[src/rtl/slt_pkg.sv]
package slt_pkg;

  typedef enum logic [1:0] {
    FILL_NONE,
    FILL_REUSE,
    FILL_FREE,
    FILL_EVICT
  } fill_kind_e;

endpackage

[src/rtl/slt_match.sv]
module slt_match #(
  parameter int ENTRIES = 8,
  parameter int REG_W   = 7,
  parameter int LINE_W  = 45
) (
  input  logic [ENTRIES-1:0][REG_W-1:0]  ent_reg,
  input  logic [ENTRIES-1:0][LINE_W-1:0] ent_line,
  input  logic [LINE_W-1:0]              st_line,
  input  logic [REG_W-1:0]               chk_reg,
  input  logic [REG_W-1:0]               ld_reg,
  output logic [ENTRIES-1:0]             st_eq,
  output logic [ENTRIES-1:0]             chk_eq,
  output logic [ENTRIES-1:0]             ld_eq
);

  for (genvar i = 0; i < ENTRIES; i++) begin : g_cmp
    assign st_eq[i]  = (ent_line[i] == st_line);
    assign chk_eq[i] = (ent_reg[i] == chk_reg);
    assign ld_eq[i]  = (ent_reg[i] == ld_reg);
  end

endmodule

[src/rtl/slt_age.sv]
module slt_age #(
  parameter int ENTRIES = 8,
  parameter int RW      = 3
) (
  input  logic [ENTRIES-1:0][RW-1:0] rank_in,
  input  logic [ENTRIES-1:0]         kill,
  output logic [ENTRIES-1:0][RW-1:0] rank_out
);

  // Number of removed records younger than the given rank
  function automatic logic [RW-1:0] younger_removed(
    input logic [ENTRIES-1:0][RW-1:0] r,
    input logic [ENTRIES-1:0]         k,
    input logic [RW-1:0]              mine
  );
    logic [RW-1:0] n;
    n = '0;
    for (int j = 0; j < ENTRIES; j++) begin
      if (k[j] && (r[j] < mine)) n = n + 1'b1;
    end
    return n;
  endfunction

  for (genvar i = 0; i < ENTRIES; i++) begin : g_rank
    assign rank_out[i] = rank_in[i] - younger_removed(rank_in, kill, rank_in[i]);
  end

endmodule

[src/rtl/slt_alloc.sv]
module slt_alloc
  import slt_pkg::*;
#(
  parameter int ENTRIES = 8,
  parameter int RW      = 3
) (
  input  logic [ENTRIES-1:0]         alive,
  input  logic [ENTRIES-1:0]         reuse,
  input  logic [ENTRIES-1:0][RW-1:0] rank_mid,
  output logic [ENTRIES-1:0]         slot,
  output fill_kind_e                 kind,
  output logic [RW:0]                age_limit
);

  localparam logic [RW:0]   ALL_AGE    = (RW+1)'(ENTRIES);
  localparam logic [RW-1:0] OLDEST_AGE = RW'(ENTRIES - 1);

  always_comb begin
    slot      = '0;
    kind      = FILL_NONE;
    age_limit = ALL_AGE;
    if (|reuse) begin
      kind = FILL_REUSE;
      slot = reuse;
      for (int i = 0; i < ENTRIES; i++) begin
        if (reuse[i]) age_limit = {1'b0, rank_mid[i]};
      end
    end else if (!(&alive)) begin
      kind = FILL_FREE;
      for (int i = ENTRIES - 1; i >= 0; i--) begin
        if (!alive[i]) begin
          slot    = '0;
          slot[i] = 1'b1;
        end
      end
    end else begin
      kind      = FILL_EVICT;
      age_limit = {1'b0, OLDEST_AGE};
      for (int i = 0; i < ENTRIES; i++) begin
        if (rank_mid[i] == OLDEST_AGE) slot[i] = 1'b1;
      end
    end
  end

endmodule

[src/rtl/spec_load_table.sv]
module spec_load_table
  import slt_pkg::*;
#(
  parameter int ENTRIES   = 8,
  parameter int REG_W     = 7,
  parameter int ADDR_W    = 48,
  parameter int GRAN_LOG2 = 3
) (
  input  logic              clk,
  input  logic              rst_n,
  input  logic              ld_en,
  input  logic [REG_W-1:0]  ld_reg,
  input  logic [ADDR_W-1:0] ld_addr,
  input  logic              st_en,
  input  logic [ADDR_W-1:0] st_addr,
  input  logic              chk_en,
  input  logic [REG_W-1:0]  chk_reg,
  output logic              rsp_valid,
  output logic              rsp_reexec
);

  localparam int RW     = $clog2(ENTRIES);
  localparam int LINE_W = ADDR_W - GRAN_LOG2;

  function automatic logic [LINE_W-1:0] line_of(input logic [ADDR_W-1:0] a);
    return a[ADDR_W-1:GRAN_LOG2];
  endfunction

  logic [ENTRIES-1:0]             valid_q;
  logic [ENTRIES-1:0][REG_W-1:0]  reg_q;
  logic [ENTRIES-1:0][LINE_W-1:0] line_q;
  logic [ENTRIES-1:0][RW-1:0]     rank_q;

  logic [ENTRIES-1:0]             st_eq, chk_eq, ld_eq;
  logic [ENTRIES-1:0][RW-1:0]     rank_mid;
  logic [ENTRIES-1:0]             slot;
  fill_kind_e                     kind;
  logic [RW:0]                    age_limit;

  // Named internal events
  logic [ENTRIES-1:0] store_kill;
  logic [ENTRIES-1:0] alive;
  logic [ENTRIES-1:0] chk_live;
  logic [ENTRIES-1:0] ld_reuse;
  logic [ENTRIES-1:0] fill;
  logic               chk_found;
  logic               evict_fire;

  slt_match #(.ENTRIES(ENTRIES), .REG_W(REG_W), .LINE_W(LINE_W)) i_match (
    .ent_reg (reg_q),
    .ent_line(line_q),
    .st_line (line_of(st_addr)),
    .chk_reg (chk_reg),
    .ld_reg  (ld_reg),
    .st_eq   (st_eq),
    .chk_eq  (chk_eq),
    .ld_eq   (ld_eq)
  );

  assign store_kill = {ENTRIES{st_en}} & st_eq & valid_q;
  assign alive      = valid_q & ~store_kill;
  assign chk_live   = chk_eq & alive;
  assign chk_found  = |chk_live;
  assign ld_reuse   = ld_eq & alive;

  slt_age #(.ENTRIES(ENTRIES), .RW(RW)) i_age (
    .rank_in (rank_q),
    .kill    (store_kill),
    .rank_out(rank_mid)
  );

  slt_alloc #(.ENTRIES(ENTRIES), .RW(RW)) i_alloc (
    .alive    (alive),
    .reuse    (ld_reuse),
    .rank_mid (rank_mid),
    .slot     (slot),
    .kind     (kind),
    .age_limit(age_limit)
  );

  assign fill       = {ENTRIES{ld_en}} & slot;
  assign evict_fire = ld_en && (kind == FILL_EVICT);

  logic [ENTRIES-1:0]         valid_d;
  logic [ENTRIES-1:0][RW-1:0] rank_d;

  always_comb begin
    for (int i = 0; i < ENTRIES; i++) begin
      valid_d[i] = alive[i] | fill[i];
      if (fill[i])
        rank_d[i] = '0;
      else if (ld_en && alive[i] && ({1'b0, rank_mid[i]} < age_limit))
        rank_d[i] = rank_mid[i] + 1'b1;
      else
        rank_d[i] = rank_mid[i];
    end
  end

  always_ff @(posedge clk) begin
    if (!rst_n) begin
      valid_q    <= '0;
      rank_q     <= '0;
      reg_q      <= '0;
      line_q     <= '0;
      rsp_valid  <= 1'b0;
      rsp_reexec <= 1'b0;
    end else begin
      valid_q    <= valid_d;
      rank_q     <= rank_d;
      rsp_valid  <= chk_en;
      rsp_reexec <= chk_en && !chk_found;
      for (int i = 0; i < ENTRIES; i++) begin
        if (fill[i]) begin
          reg_q[i]  <= ld_reg;
          line_q[i] <= line_of(ld_addr);
        end
      end
    end
  end

  // ---------------- assertions ----------------
  logic dup_reg;
  always_comb begin
    dup_reg = 1'b0;
    for (int i = 0; i < ENTRIES; i++)
      for (int j = i + 1; j < ENTRIES; j++)
        if (valid_q[i] && valid_q[j] && (reg_q[i] == reg_q[j])) dup_reg = 1'b1;
  end

  p_unique_reg_r5: assert property (@(posedge clk) disable iff (!rst_n) !dup_reg);

  p_evict_only_full_r7: assert property (@(posedge clk) disable iff (!rst_n)
    evict_fire |-> (&alive));

  p_slot_single_r7: assert property (@(posedge clk) disable iff (!rst_n)
    ld_en |-> $onehot(slot));

  p_miss_reexec_r6: assert property (@(posedge clk) disable iff (!rst_n)
    (chk_en && !chk_found) |=> (rsp_valid && rsp_reexec));

  p_rsp_follows_chk_r12: assert property (@(posedge clk) disable iff (!rst_n)
    chk_en |=> rsp_valid);

  p_rsp_quiet_r12: assert property (@(posedge clk) disable iff (!rst_n)
    !chk_en |=> !rsp_valid);

  for (genvar i = 0; i < ENTRIES; i++) begin : g_chk
    p_rank_bound_r7: assert property (@(posedge clk) disable iff (!rst_n)
      valid_q[i] |-> (int'(rank_q[i]) < $countones(valid_q)));

    p_store_clears_r3: assert property (@(posedge clk) disable iff (!rst_n)
      (store_kill[i] && !fill[i]) |=> !valid_q[i]);

    p_check_keeps_r11: assert property (@(posedge clk) disable iff (!rst_n)
      (chk_live[i] && !fill[i]) |=> valid_q[i]);
  end

endmodule

[config.mk]
export PLATFORM = sky130hd
export DESIGN_NAME = spec_load_table
export DESIGN_NICKNAME = d
export VERILOG_FILES = /design/src/rtl/slt_pkg.sv /design/src/rtl/slt_match.sv /design/src/rtl/slt_age.sv /design/src/rtl/slt_alloc.sv /design/src/rtl/spec_load_table.sv
export SDC_FILE = /design/constraint.sdc
export NUM_CORES = 2
export LEC_CHECK = 0
export ABC_AREA = 1
export BUFFER_PORTS_ARGS = -buffer_cell sky130_fd_sc_hd__buf_2
export CORE_ASPECT_RATIO = 0.6
export CORE_MARGIN = 5
export CORE_UTILIZATION = 53
export DETAILED_ROUTE_END_ITERATION = 8
export PLACE_DENSITY = 0.73
export SLEW_MARGIN = 10
export SYNTH_ARGS = -nofsm -noshare
export SYNTH_HDL_FRONTEND = slang
export SYNTH_SLANG_ARGS = --single-unit
export TNS_END_PERCENT = 50
[constraint.sdc]
create_clock -name clk -period 6.9 [get_ports clk]
set_clock_uncertainty 0.05 [all_clocks]
set_input_delay 0 -clock clk [delete_from_list [all_inputs] [get_ports clk]]
set_output_delay 0 -clock clk [all_outputs]
set_load 0.01 [all_outputs]
# [Yosys cells after proc, flatten, opt, wreduce, memory -nomap -nowiden]
# Cells that the tools add are included.
[totals] word_cells=412 out_inout_bits=2 ff_bits=450
[classes] addsub=72 mux=100 n_lt_le_gt_ge=72 n_reduce_logical=93 bitwise_logic=16 n_eq_ne=32
[ops] cell="45-bit equality test" count=8
[ops] cell="3-bit less-than comparator" count=64
[ops] cell="3-bit two-way mux" count=64
[ops] cell="3-bit by 1-bit adder with 3-bit output, second input constant" count=56
[ops] cell="7-bit equality test" count=16
[ops] cell="1-bit logical AND" count=81
[ops] cell="8-bit two-way mux" count=10
[ops] cell="8-bit bitwise AND" count=6
[ops] cell="4-bit two-way mux" count=10
[ops] cell="3-bit by 4-bit less-than comparator with 1-bit output" count=8
[ops] cell="3-bit equality test, second input constant" count=8
[ops] cell="3-bit subtractor" count=8
[ops] cell="1-bit by 1-bit adder with 2-bit output, second input constant" count=8
[ops] cell="1-bit two-way mux" count=16
[ops] cell="2-bit OR reduction" count=8
[ops] cell="8-bit OR reduction" count=2
[ops] cell="8-bit inverter" count=1
[ops] cell="1-bit bitwise OR" count=8
[ops] cell="8-bit AND reduction" count=1
[ops] cell="1-bit logical NOT" count=1
[ops] cell="1-bit inverter" count=1

# [Depth between registers and ports, before layout]
[logic_depth] depth_word=32 ltp_mapped=53 ltp_nobuf=51

# [Hierarchy]
# From an unflattened synthesis, not the netlist that was laid out.
[hier_totals] hier_cells=4195 hier_area_um2=29131.7
[modules_own_cells] mod="spec_load_table" area_per_inst_um2=16502.1 cells_each=2135 seq_area_each_um2=9008.6 instances=1
[modules_own_cells] mod="slt_match" area_per_inst_um2=6277.3 cells_each=974 seq_area_each_um2=0.0 instances=1
[modules_own_cells] mod="slt_age" area_per_inst_um2=5823.1 cells_each=977 seq_area_each_um2=0.0 instances=1
[modules_own_cells] mod="slt_alloc" area_per_inst_um2=529.3 cells_each=109 seq_area_each_um2=0.0 instances=1

# [Worst setup path before layout]
# OpenSTA, ideal clock, no wires.
[synth_timing] path_kind="register to register" start="register rank_q[2] in the netlist's numbering" end="register rank_q[7] in the netlist's numbering" slack_ns=0.406 period_less_slack_ns=6.494 arrival_time_ns=6.330 path_stages_with_launch=38 path_buffers=0 cell_sequence="dfxtp_1 -> inv_1 -> ha_1 -> nand2_1 -> o21ai_0 -> inv_1 -> a311oi_1 -> ha_1 -> inv_1 -> xor2_1 -> ha_1 -> nor2_1 -> a21oi_1 -> ha_1 -> mux2_2 -> ha_1 -> mux2_2 -> ha_1 -> (+2 left out) -> xor2_1 -> xor2_1 -> or2_0 -> nand2_1 -> xor2_1 -> a21oi_1 -> nand2_1 -> nand2_1 -> nand2_1 -> nand2_1 -> ha_1 -> inv_1 -> nor2_1 -> nand2_1 -> nand3_1 -> nand2_1 -> nand2_1 -> nor2_1"
[synth_between] elab_chain_cells=30 elab_cells_between_ends=177
[synth_rtl] element="from (decl)" line_no="spec_load_table.sv:32" rtl="logic [ENTRIES-1:0][RW-1:0] rank_q;"
[synth_rtl] element="from (signal assigned)" line_no="spec_load_table.sv:109" rtl="rank_q <= rank_d;"
[synth_rtl] element="3-bit less-than comparator" line_no="slt_age.sv:19" rtl="if (k[j] && (r[j] < mine)) n = n + 1'b1;"
[synth_rtl] element="1-bit logical AND" line_no="slt_age.sv:19"
[synth_rtl] element="1-bit two-way mux" line_no="slt_age.sv:19"
[synth_rtl] element="1-bit by 1-bit adder with 2-bit output" line_no="slt_age.sv:19"
[synth_rtl] element="3-bit two-way mux" line_no="slt_age.sv:19"
[synth_rtl] element="3-bit by 1-bit adder with 3-bit output" line_no="slt_age.sv:19"
[synth_rtl] element="3-bit two-way mux" line_no="slt_age.sv:19"
[synth_rtl] element="3-bit by 1-bit adder with 3-bit output" line_no="slt_age.sv:19"
[synth_rtl] element="(+7 left out)"
[synth_rtl] element="3-bit by 1-bit adder with 3-bit output" line_no="slt_age.sv:19"
[synth_rtl] element="3-bit two-way mux" line_no="slt_age.sv:19"
[synth_rtl] element="3-bit subtractor" line_no="slt_age.sv:25" rtl="assign rank_out[i] = rank_in[i] - younger_removed(rank_in, kill, rank_in[i]);"
[synth_rtl] element="4-bit two-way mux (8 in a row)" line_no="slt_alloc.sv:26" rtl="if (reuse[i]) age_limit = {1'b0, rank_mid[i]};"
[synth_rtl] element="4-bit two-way mux" line_no="slt_alloc.sv:22" rtl="if (|reuse) begin"
[synth_rtl] element="3-bit by 4-bit less-than comparator with 1-bit output" line_no="spec_load_table.sv:92" rtl="else if (ld_en && alive[i] && ({1'b0, rank_mid[i]} < age_limit))"
[synth_rtl] element="1-bit logical AND" line_no="spec_load_table.sv:92"
[synth_rtl] element="3-bit two-way mux" line_no="spec_load_table.sv:92"
# Parallel ways exist; a longest one is shown, timed or not.
# A chain may end at the register's enable or synchronous reset.

# [Worst setup path after layout]
[layout_timing] start="register line_q[44] in the netlist's numbering" end="register line_q[292] in the netlist's numbering"
[layout_between] elab_chain_cells=25 elab_cells_between_ends=31
[layout_rtl] element="from (decl)" line_no="spec_load_table.sv:31" rtl="logic [ENTRIES-1:0][LINE_W-1:0] line_q;"
[layout_rtl] element="from (signal, indexed assignment)" line_no="spec_load_table.sv:115" rtl="line_q[i] <= line_of(ld_addr);"
[layout_rtl] element="45-bit equality test *" line_no="slt_match.sv:17" rtl="assign st_eq[i] = (ent_line[i] == st_line);"
[layout_rtl] element="8-bit bitwise AND * (2 in a row)" line_no="spec_load_table.sv:60" rtl="assign store_kill = {ENTRIES{st_en}} & st_eq & valid_q;"
[layout_rtl] element="1-bit logical AND" line_no="slt_age.sv:19"
[layout_rtl] element="1-bit two-way mux" line_no="slt_age.sv:19"
[layout_rtl] element="1-bit by 1-bit adder with 2-bit output" line_no="slt_age.sv:19"
[layout_rtl] element="3-bit two-way mux" line_no="slt_age.sv:19"
[layout_rtl] element="3-bit by 1-bit adder with 3-bit output" line_no="slt_age.sv:19"
[layout_rtl] element="3-bit two-way mux" line_no="slt_age.sv:19"
[layout_rtl] element="(+8 left out)"
[layout_rtl] element="3-bit by 1-bit adder with 3-bit output" line_no="slt_age.sv:19"
[layout_rtl] element="3-bit two-way mux" line_no="slt_age.sv:19"
[layout_rtl] element="3-bit subtractor" line_no="slt_age.sv:25"
[layout_rtl] element="3-bit equality test" line_no="slt_alloc.sv:40" rtl="if (rank_mid[i] == OLDEST_AGE) slot[i] = 1'b1;"
[layout_rtl] element="1-bit two-way mux" line_no="slt_alloc.sv:40"
[layout_rtl] element="8-bit two-way mux" line_no="slt_alloc.sv:28" rtl="end else if (!(&alive)) begin"
[layout_rtl] element="8-bit two-way mux *" line_no="slt_alloc.sv:22"
[layout_rtl] element="8-bit bitwise AND *" line_no="spec_load_table.sv:81" rtl="assign fill = {ENTRIES{ld_en}} & slot;"
# Mark *: on every way between the ends. The rest lies on a longest branch, timed or not.

==> reports/metrics.csv <==
metric,value,unit
First-pass DRT Iterations,8,
Die Wd,321,µm
Placed Area,0.0362,mm²
routed via count,37000,
Post-synth top cells,"1128 x nand2_1, 593 x nor2_1, 513 x inv_1",
filler instances,4791,
"Seq/Total Area, Yosys",0.293,
Yosys top cell area share,0.293,
Syn Area/Cell,6.51,µm²
first-pass GRT wire length,217000,µm
Initial DRC Count,6512,
met3 routed WL,31500,µm
pin count of the biggest net entering global routing,212,
Max H-tree Level,2,
RSZ-0062 raised after global routing,yes,
share of layout cells above drive strength 1,0.225,
wire length per cell,25.4,µm
Multi-input gate area,0.0198,mm²
Sequential Area,0.00904,mm²
Clock Sinks,450,
#FFs+latches synth,450,
maximum VDD drop,0.215,mV
Tightest Pin Transition,1310,ps
CTS tree,done,
FMAX,140,MHz
crit path DAT,7610,ps
"Hold Vio Cnt, Final",0,
most common cell in the synthesized netlist,nand2_1,
Final HPWL DP,121000,µm
Final WS setup,-252,ps
Async SR Flop Fraction,0,
# rows,68,
Critical Path Fanout Max,14,
I/O Buffers,110,
synthesized cell area,0.0307,mm²
most used flip-flop cell after synthesis,dfxtp_1,
clk buf depth,3,
Critical Path Max Stage Delay,380,ps
DRT antenna net count,0,
Buf/Inv on CP,9,
GRT Util Overall,0.464,
fin crit period,7150,ps
Setup-failing EPs final,91,
cts bufs inserted,47,
status,"complete, but fails checks",
relative max-transition margin,0.124,
pwr/cell area,169,mW/mm²
Detailed Route WL,156000,µm
Die Area,0.0630,mm²
io pins,117,
worst hold path class,input pin to flip-flop,
leakage,0.0181,µW
antenna violations before repair,7,
vias per inst,6.01,
clk root buf,clkbuf_16,
cell count after synthesis,4716,
vias in the first global route,33200,
Area contributors post-synth,"dfxtp_1 29%, nand2_1 14%, o21ai_0 7.6%, nor2_1 7.3%, ha_1 7.1%",
"Design Area, Final",0.0401,mm²
residual DRC count,0,
Core ar.,0.0574,mm²
Worst Setup End Kind,flip-flop,
violated checks,negative setup slack,
Syn Nets,5012,
WP data required,7360,ps
metal2 WL,55700,µm
clk slew on worst S/H paths,70,ps
M1 WL,62400,µm
MaxCap Viol Count,0,
Crit path top cell by count,nand2_1,
DR top layer,met4,
Final GP Congestion,1.08,
"area leader, netlist",dfxtp_1,
slowest CP cell,fa_2,
"Distinct cells, synth",57,
Crit path max-delay family,adder cells,
Die H,196,µm
Post-synth EDFFs,0,
Initial Util,0.535,
final net count,5645,
fin crit share,1.04,
Yosys Warn Count,0,
grt total ovfl,0,
Final Max Tran Viols,0,
Startpoint Class,flip-flop,
critical path class,flip-flop to flip-flop,
"worst slack, placed",-577,ps
clock latency on the worst-skew pair,630,ps
Area growth syn-to-layout,30.6,%
-- report_power, final --
group	internal, µW	switching, µW	leakage, µW	total (µW)
clock	1530	1210	0.000773	2740
combinational	469	843	0.0136	1310
sequential	2660	48.1	0.00365	2710
total	4660	2100	0.0181	6770
-- what timing repair did --
| action | 4_1_cts | 5_1_grt |
|---|---|---|
| gates resized for setup | 151 | 269 |
| endpoints found under the hold margin | 418 | 0 |
| buffers inserted | 13 | 16 |
| cloned | 1 | 4 |
| pin swaps | 66 | 145 |
| endpoints found under the setup margin | 367 | 447 |
| hold buffers | 55 | 0 |
-- state kept, by name (all words and copies together) (netlist names) --
register and count:
valid_q 8, rsp_reexec 1, line_q 360, rsp_valid 1
reg_q 56, rank_q 24
-- final timing paths --
check / from / to / slack (ps) / cells past startpoint
worst min register to register: line_q[274] / line_q[274] / 410 / 2
worst min-delay path: rst_n / line_q[285] / 30 / 3
worst max register to register: line_q[44] / line_q[292] / -250 / 41
worst max-delay path: line_q[44] / line_q[292] / -250 / 41
-- metrics by stage --
step	TNS [ps]	power (µW)	std cells	utilization	hold slack, ps
3_3_place_gp	-50580	3900	5984	0.630	211
4_1_cts	0	6610	6132	0.677	14.7
6_report	-14400	6770	6154	0.698	27.1
2_1_floorplan	0	3300	4716	-	62.5
3_5_place_dp	-90850	3910	5984	0.630	207
5_1_grt	-72020	6890	6151	0.698	81.8
-- tightest hold or removal path, cell delays in order --
cell and delay, ps:
buf_8 340, o21ai_2 170, a21oi_1 50
-- cells by family (layout without fill, tap and decap cells) --
kind of cell | Yosys count | after routing | synth area share
mux | 17 | 17 | 0.00624
buf+inv | 761 | 1425 | 0.105
flops | 450 | 450 | 0.293
compound gates | 901 | 901 | 0.152
fa+ha+maj | 181 | 181 | 0.0757
xor+xnor | 252 | 252 | 0.0729
other cells | 0 | 4 | 0
simple gates | 2154 | 2154 | 0.294
-- cells in the final DEF, fill, tap and decap left out, drive strengths merged, types with 136 or more instances in the layout --
| cell | instances |
|---|---|
| buf | 726 |
| nand2 | 1149 |
| dfxtp | 450 |
| xnor2 | 136 |
| nand4 | 139 |
| nor2 | 603 |
| a21oi | 339 |
| o21ai | 503 |
| ha | 173 |
| inv | 559 |
-- metal layers --
layer / vias to the layer above / GRT usage
met2: 2996 / 0.587
met5: - / 0
met4: 0 / 0.147
met1: 17000 / 0.676
met3: 429 / 0.228
li1: 16500 / -
-- layout make-up --
class | count | area share
Clock buffer | 60 | 0.0328
Tap cell | 770 | 0.0240
Antenna cell | 4 | 0.000250
Sequential cell | 450 | 0.225
Inverter | 560 | 0.0528
Clock inverter | 20 | 0.00611
Multi-Input combinational cell | 3505 | 0.495
Timing Repair Buffer | 785 | 0.164
Power figures use the tool's default switching activity.
